[config.mk]
export PLATFORM = sky130hd
export DESIGN_NAME = refresh_sched
export DESIGN_NICKNAME = d
export VERILOG_FILES = /design/src/rtl/refresh_sched_pkg.sv /design/src/rtl/refsch_interval.sv /design/src/rtl/refsch_owed.sv /design/src/rtl/refsch_wait.sv /design/src/rtl/refresh_sched.sv
export SDC_FILE = /design/constraint.sdc
export NUM_CORES = 1
export LEC_CHECK = 0
export ABC_AREA = 1
export BUFFER_PORTS_ARGS = -buffer_cell sky130_fd_sc_hd__buf_4
export CORE_UTILIZATION = 27
export CTS_CLUSTER_DIAMETER = 30
export CTS_CLUSTER_SIZE = 28
export DETAILED_ROUTE_END_ITERATION = 10
export GPL_TIMING_DRIVEN = 1
export PLACE_DENSITY = 0.47
export SYNTH_ARGS = -nofsm -noshare
export SYNTH_HDL_FRONTEND = slang
export SYNTH_SLANG_ARGS = --single-unit
[constraint.sdc]
create_clock -name clk -period 2.6 [get_ports clk]
set_clock_uncertainty 0.2 [all_clocks]
set_input_delay 0.52 -clock clk [delete_from_list [all_inputs] [get_ports clk]]
set_output_delay 0.52 -clock clk [all_outputs]
set_load 0.05 [all_outputs]
[src/rtl/refresh_sched_pkg.sv]
package refresh_sched_pkg;
    typedef enum logic [1:0] {
        ST_RUN       = 2'd0,
        ST_RFC_WAIT  = 2'd1,
        ST_SELF      = 2'd2,
        ST_EXIT_WAIT = 2'd3
    } rs_state_t;
endpackage

[src/rtl/refsch_interval.sv]
module refsch_interval #(
    parameter int INTERVAL = 1040
) (
    input  logic clk,
    input  logic rst_n,
    input  logic hold,
    output logic tick
);
    localparam int CW = (INTERVAL > 2) ? $clog2(INTERVAL) : 1;
    localparam logic [CW-1:0] LAST = CW'(INTERVAL - 1);

    logic [CW-1:0] cnt;

    assign tick = !hold && (cnt == LAST);

    always_ff @(posedge clk or negedge rst_n) begin
        if (!rst_n)       cnt <= '0;
        else if (hold)    cnt <= '0;
        else if (tick)    cnt <= '0;
        else              cnt <= cnt + 1'b1;
    end
endmodule

[src/rtl/refsch_owed.sv]
module refsch_owed #(
    parameter int OWED_MAX = 8
) (
    input  logic clk,
    input  logic rst_n,
    input  logic inc,
    input  logic dec,
    input  logic clr,
    output logic [$clog2(OWED_MAX+1)-1:0] count,
    output logic full
);
    localparam int OW = $clog2(OWED_MAX + 1);
    localparam logic [OW-1:0] TOP = OW'(OWED_MAX);

    assign full = (count == TOP);

    always_ff @(posedge clk or negedge rst_n) begin
        if (!rst_n)                count <= '0;
        else if (clr)              count <= '0;
        else if (inc && !dec) begin
            if (!full)             count <= count + 1'b1;
        end
        else if (dec && !inc) begin
            if (count != '0)       count <= count - 1'b1;
        end
    end
endmodule

[src/rtl/refsch_wait.sv]
module refsch_wait #(
    parameter int MAX_LOAD = 200
) (
    input  logic clk,
    input  logic rst_n,
    input  logic load,
    input  logic [$clog2(MAX_LOAD+1)-1:0] load_val,
    output logic last
);
    localparam int WW = $clog2(MAX_LOAD + 1);

    logic [WW-1:0] cnt;

    assign last = (cnt == WW'(1));

    always_ff @(posedge clk or negedge rst_n) begin
        if (!rst_n)            cnt <= '0;
        else if (load)         cnt <= load_val;
        else if (cnt != '0)    cnt <= cnt - 1'b1;
    end
endmodule

[src/rtl/refresh_sched.sv]
module refresh_sched
    import refresh_sched_pkg::*;
#(
    parameter int INTERVAL = 1040,
    parameter int OWED_MAX = 8,
    parameter int RFC_CYC  = 10,
    parameter int XSR_CYC  = 200
) (
    input  logic clk,
    input  logic rst_n,
    input  logic ref_grant,
    input  logic banks_idle,
    input  logic sr_en,
    output logic ref_req,
    output logic ref_urgent,
    output logic close_all,
    output logic cmd_block,
    output logic cke,
    output logic [$clog2(OWED_MAX+1)-1:0] owed_cnt
);
    localparam int WMAX = (RFC_CYC > XSR_CYC) ? RFC_CYC : XSR_CYC;
    localparam int WW   = $clog2(WMAX + 1);
    localparam logic [WW-1:0] RFC_LD = WW'(RFC_CYC);
    localparam logic [WW-1:0] XSR_LD = WW'(XSR_CYC);

    rs_state_t state, state_nx;

    logic tick, owed_full, wait_last;
    logic grant_ok, sr_go, sr_off, wait_load;
    logic [WW-1:0] wait_val;

    assign grant_ok  = (state == ST_RUN) && ref_grant && banks_idle && (owed_cnt != '0);
    assign sr_go     = (state == ST_RUN) && sr_en && banks_idle && !ref_grant;
    assign sr_off    = (state == ST_SELF) && !sr_en;
    assign wait_load = grant_ok || sr_off;
    assign wait_val  = grant_ok ? RFC_LD : XSR_LD;

    refsch_interval #(.INTERVAL(INTERVAL)) u_ivl (
        .clk   (clk),
        .rst_n (rst_n),
        .hold  (state == ST_SELF),
        .tick  (tick)
    );

    refsch_owed #(.OWED_MAX(OWED_MAX)) u_owed (
        .clk   (clk),
        .rst_n (rst_n),
        .inc   (tick),
        .dec   (grant_ok),
        .clr   (sr_go),
        .count (owed_cnt),
        .full  (owed_full)
    );

    refsch_wait #(.MAX_LOAD(WMAX)) u_wait (
        .clk      (clk),
        .rst_n    (rst_n),
        .load     (wait_load),
        .load_val (wait_val),
        .last     (wait_last)
    );

    always_comb begin
        state_nx = state;
        unique case (state)
            ST_RUN: begin
                if (grant_ok)      state_nx = ST_RFC_WAIT;
                else if (sr_go)    state_nx = ST_SELF;
            end
            ST_RFC_WAIT:  if (wait_last) state_nx = ST_RUN;
            ST_SELF:      if (!sr_en)    state_nx = ST_EXIT_WAIT;
            ST_EXIT_WAIT: if (wait_last) state_nx = ST_RUN;
            default:      state_nx = ST_RUN;
        endcase
    end

    always_ff @(posedge clk or negedge rst_n) begin
        if (!rst_n) state <= ST_RUN;
        else        state <= state_nx;
    end

    always_comb begin
        ref_urgent = owed_full;
        ref_req    = 1'b0;
        close_all  = 1'b0;
        cmd_block  = 1'b1;
        cke        = 1'b1;
        unique case (state)
            ST_RUN: begin
                cmd_block = 1'b0;
                ref_req   = (owed_cnt != '0);
                close_all = owed_full || sr_en;
            end
            ST_RFC_WAIT:  ;
            ST_SELF:      cke = 1'b0;
            ST_EXIT_WAIT: ;
            default:      ;
        endcase
    end
endmodule

# ---- Yosys cells after proc, flatten, opt, wreduce, memory -nomap -nowiden
# Index checks and enable logic that the tools add are counted.
dict set report totals {
  ff_bits 25
  output_inout_bits 9
}
dict set report classes {
  add_sub_neg 4
  n_eq_ne 10
  muxes 19
  reduce_logical 26
}
# op count
set ops {}
lappend ops {{$mux 8} 3}
lappend ops {{$mux 11} 2}
lappend ops {{$mux 4} 5}
lappend ops {{$add 11x1->11 const B} 1}
lappend ops {{$eq 11x11->1 const B} 1}
lappend ops {{$logic_and 1x1->1} 10}
lappend ops {{$eq 8x1->1 const B} 1}
lappend ops {{$mux 2} 4}
lappend ops {{$reduce_bool 8->1} 1}
lappend ops {{$sub 8x1->8 const B} 1}
lappend ops {{$ne 3x3->1 const B} 2}
lappend ops {{$pmux 2 s3} 1}
lappend ops {{$reduce_and 3->1} 2}
lappend ops {{$reduce_bool 3->1} 2}
lappend ops {{$logic_not 1->1} 5}
lappend ops {{$add 4x1->4 const B} 1}
lappend ops {{$eq 2x2->1 const B} 2}
lappend ops {{$eq 4x4->1 const B} 1}
lappend ops {{$mux 1} 4}
lappend ops {{$reduce_bool 4->1} 1}
lappend ops {{$sub 4x1->4 const B} 1}
lappend ops {{$eq 2x1->1 const B} 1}
lappend ops {{$logic_not 2->1} 1}
lappend ops {{$logic_or 1x1->1} 2}
lappend ops {{4 further kinds} 4}

# ---- Logic depth before layout (Yosys ltp)
dict set report logic_depth {
  ltp_word 8
  depth_mapped 13
  ltp_nobuf 13
}

# ---- By module
# From an unflattened synthesis, not the netlist that was laid out.
dict set report hier_totals {
  cells_unflattened 253
  hier_area_um2 1838.0
}
# mod instances cells_per_inst area_each_um2 seq_area_each_um2
set modules_own_cells {}
lappend modules_own_cells {refsch_interval 1 79 626.9 275.3}
lappend modules_own_cells {refsch_wait 1 80 623.1 200.2}
lappend modules_own_cells {refsch_owed 1 58 370.4 100.1}
lappend modules_own_cells {refresh_sched 1 36 217.7 50.0}

# ---- Worst setup path after synthesis
# No wires, ideal clock.
dict set report synth_path {
  path_type {register to output}
  from {reg state[1]}
  to {out close_all}
  arrival_time_ps 1718
  required_time_ps 1880
  setup_slack_ps 162
  path_stages_with_launch 4
  cell_sequence {dfrtp_1 > nor2_2 > inv_1 > a21oi_1}
}
dict set report synth_via {
  elab_chain_len 2
}
# element line
set synth_lines {}
lappend synth_lines {{from (decl)} refresh_sched.sv:26} ;# rs_state_t state, state_nx;
lappend synth_lines {{from (signal assigned)} refresh_sched.sv:79} ;# else state <= state_nx;
lappend synth_lines {{$logic_not 2->1} refresh_sched.sv:88} ;# unique case (state)
lappend synth_lines {{$mux 1} refresh_sched.sv:88}
lappend synth_lines {{to (decl)} refresh_sched.sv:16} ;# output logic close_all,
# No other way between the ends.

# ---- Worst setup path in the final report
dict set report layout_path {
  from {reg u_ivl.cnt[0]}
  to {reg u_owed.count[3]}
}
dict set report layout_via {
  elab_chain_len 6
  elab_cells_between_ends 11
  cone_classes {eq/ne: 2; mux: 2; reduce/logical: 7}
}
# element line
set layout_lines {}
lappend layout_lines {{from (decl)} refsch_interval.sv:12} ;# logic [CW-1:0] cnt;
lappend layout_lines {{from (signal assigned)} refsch_interval.sv:20} ;# else cnt <= cnt + 1'b1;
lappend layout_lines {{$eq 11x11->1 (*)} refsch_interval.sv:14} ;# assign tick = !hold && (cnt == LAST);
lappend layout_lines {{$logic_and 1x1->1 (*)} refsch_interval.sv:14}
lappend layout_lines {{$logic_not 1->1} refsch_owed.sv:23} ;# else if (dec && !inc) begin
lappend layout_lines {{$logic_and 1x1->1} refsch_owed.sv:23}
lappend layout_lines {{$reduce_bool 3->1 (no source line)} --}
lappend layout_lines {{$reduce_and 3->1 (no source line)} --}
lappend layout_lines {{to (signal assigned)} refsch_owed.sv:21} ;# if (!full) count <= count + 1'b1;
lappend layout_lines {{to (signal assigned)} refsch_owed.sv:24} ;# if (count != '0) count <= count - 1'b1;
lappend layout_lines {{to (decl)} refsch_owed.sv:9} ;# output logic [$clog2(OWED_MAX+1)-1:0] count,
# Mark *: on every way between the ends. The rest lies on a longest branch, timed or not.
# A chain may end at the register's enable or synchronous reset.

==> impl_results.md <==
* Data required, critical path at 2610 ps
* Final Util at 0.3263
* Ratio of final minimum period to clock period at 0.9120
* Power per cell area at 358.0 mW/mm²
* Die Y at 77.53 µm
* CTS tree: done
* GRT overflow at 0
* Vias/cell at 4.239
* Mapped Cells at between 150 and 200
* Vias in the first global route at approximately 1.2k
* Tightest Hold Check Type: register to register
* Max Slew Vio Count at 0
* Largest net degree at the start of global routing at 26
* Post-CTS setup buffers at 0
* Clock root cell: clkbuf_8
* Mapped Area at 0.001540 mm²
* Synth area leaders: dfrtp_1, nand2_1, inv_1
* Initial core utilization at 0.2797
* Share of the synthesized area in the top cell type at 0.4062
* Max IR drop VDD at 0.0002982 V
* DIE WIDTH at 77.53 µm
* DRC violation total after the first TritonRoute iteration at 45
* Die area at 0.006011 mm²
* Final #Nets at 229
* Setup TNS at 0 ps
* Fmax achieved at 0.4217 GHz
* Syn nets at about 210
* Placeable Area at 0.005507 mm²
* Synth area leader: dfrtp_1
* Io pins at 14
* Leakage at approximately 0.92 nW
* Wire per inst at between 10 and 15 µm
* Endpoints failing setup at 0
* RSZ-0062 raised after global routing: no
* Drt first pass iters at 4
* DR vias at between 1k and 1.5k
* Synth warn at 0
* Drt total wl at ~3200 µm
* Rows at 27
* Crit path DAT at 2380 ps
* Worst Tran Pin Value at 345.6 ps
* Area grow syn2layout at 16.65%
* H-tree Lvls at 1
* Clock Latency Late Sink at about 270 ps
* PortBufs at 13
* Critical path startpoint category: register
* Final hold viol count at 0
* CTS sink count at 25
* Initial antenna violation count at 0
* Worst Path Max Fanout at 4
* Avg Cell Area, Syn at ~7.8 µm²
* FF+latch count, synth at 25
* Kind of critical path: register to register
* Dpl hpwl at ~2400 µm
* Max-cap viol count at 0
* Synth cell types at 25
* DRC violations left at 0
* Fraction of layout cells with a size suffix above 1 at 0.1705
* Status: finished clean
* Clock slew at reported path FFs at 90 ps
* Global-route wire length before repair at 5637 µm
* N_diodes at 0
* Final RePlAce weighted congestion at about 0.77
* Number of buffers created by CTS at 3
* Worst Setup End Kind: register
* Max Root-Sink Buffers at 2
* Final Critical Period at between 2000 and 2500 ps
* Relative slew slack at 0.7696
* ANT nets after route at 0
* Sequential share of the synthesized area at 0.4062
* Tot GR Track Use at 0.1183
==> cell usage in the layout, fill, tap and decap left out, drive strengths merged <==
cell type / n
nor3: 7
a31oi: 1
buf: 14
nand4: 3
o21ai: 10
ha: 5
nor4: 1
dfrtp: 25
dlygate4sd3: 1
fa: 1
nand2: 47
nand3: 16
xnor2: 4
inv: 33
or2: 1
a21oi: 8
nor2: 28
clkbuf: 4
xor2: 8
==> path summary, 6_finish.rpt <==
kind | cells past startpoint | slack [ps] | start | endpoint
min reg2reg | 1 | 330 | u_wait.cnt[3] | u_wait.cnt[3]
max reg2reg | 12 | 230 | u_ivl.cnt[0] | u_owed.count[3]
min | 1 | 330 | u_wait.cnt[3] | u_wait.cnt[3]
max in group asynchronous | 2 | 1440 | rst_n | u_wait.cnt[7]
max | 12 | 230 | u_ivl.cnt[0] | u_owed.count[3]
min in group asynchronous | 2 | 490 | rst_n | u_ivl.cnt[9]
==> layer usage <==
layer | routed length (µm) | GRT usage
met1 | 1717 | 0.1606
met2 | 1421 | 0.1965
met3 | 76 | 0.02471
met4 | 10 | 0.01698
met5 | 0 | 0
==> flip-flops by register name, summed over array words and instances (netlist names) <==
signal,count
state,2
u_wait.cnt,8
u_ivl.cnt,11
u_owed.count,4
==> cell families (layout without fill, tap and decap cells) <==
kind of cell,count (synthesis),count (layout),synth area share
buf+inv,33,52,0.08042
simple gates,103,103,0.3290
fa+ha+maj,6,6,0.05362
flops,25,25,0.4062
compound gates,19,19,0.06256
xor+xnor,12,12,0.06824
==> power by group <==
group	total (mW)	switching (mW)	internal [mW]	leakage [nW]
Combinational	0.0175	0.0120	0.00551	0.581
Clock	0.237	0.128	0.110	0.0228
Sequential	0.388	0	0.388	0.315
Total	0.643	0.140	0.504	0.919
==> synth_stat cells <==
library cell,count
a21oi_1,8
a31oi_1,1
dfrtp_1,25
fa_1,1
ha_1,5
inv_1,30
inv_2,3
nand2_1,42
nand2_2,4
nand2_4,1
nand3_1,13
nand3_2,3
nand4_1,3
nor2_1,24
nor2_2,1
nor2_4,2
nor2_8,1
nor3_1,5
nor3_2,2
nor4_1,1
o21ai_0,4
o21ai_1,6
or2_4,1
xnor2_1,4
xor2_1,8
==> critical path, stage by stage, from the launching register on <==
cell and delay, ps:
dfrtp_1 400, ha_1 200, nand3_1 170, nor2_2 200, nand3_2 160, ha_1 370
a21oi_2 190, nand2_1 80, nand2_1 60, nand2_1 40, nand2_1 60, nand3_1 80
o21ai_1 110
==> per-stage QoR <==
step / instances / hold WS, ps / total power, mW / worst slack (ps) / cell area, µm²
CTS: 289 / 337.0 / 0.6615 / 124.4 / 1790
finish: 289 / 333.5 / 0.6432 / 228.7 / 1797
global placement: 284 / 261.8 / 0.4138 / 209.6 / 1735
global route: 289 / 382.3 / 0.6744 / 8.346 / 1797
detailed placement: 284 / 258.1 / 0.4136 / 148.8 / 1735
floorplan: 198 / 24.41 / 0.3985 / 161.8 / 1540
==> timing repair <==
action	CTS	global route
gates resized for setup	0	2
endpoints found under the hold margin	25	0
setup endpoints to repair	0	1
hold buffers	1	0
==> layout make-up <==
type,count,area [µm²]
fillers,609,3710
multi-input cells,140,797.0
flip-flops and latches,25,625.6
inverters,33,123.9
repair buffers,15,115.1
well taps,72,90.09
clock buffers,4,45.04
Power figures use the tool's default switching activity.
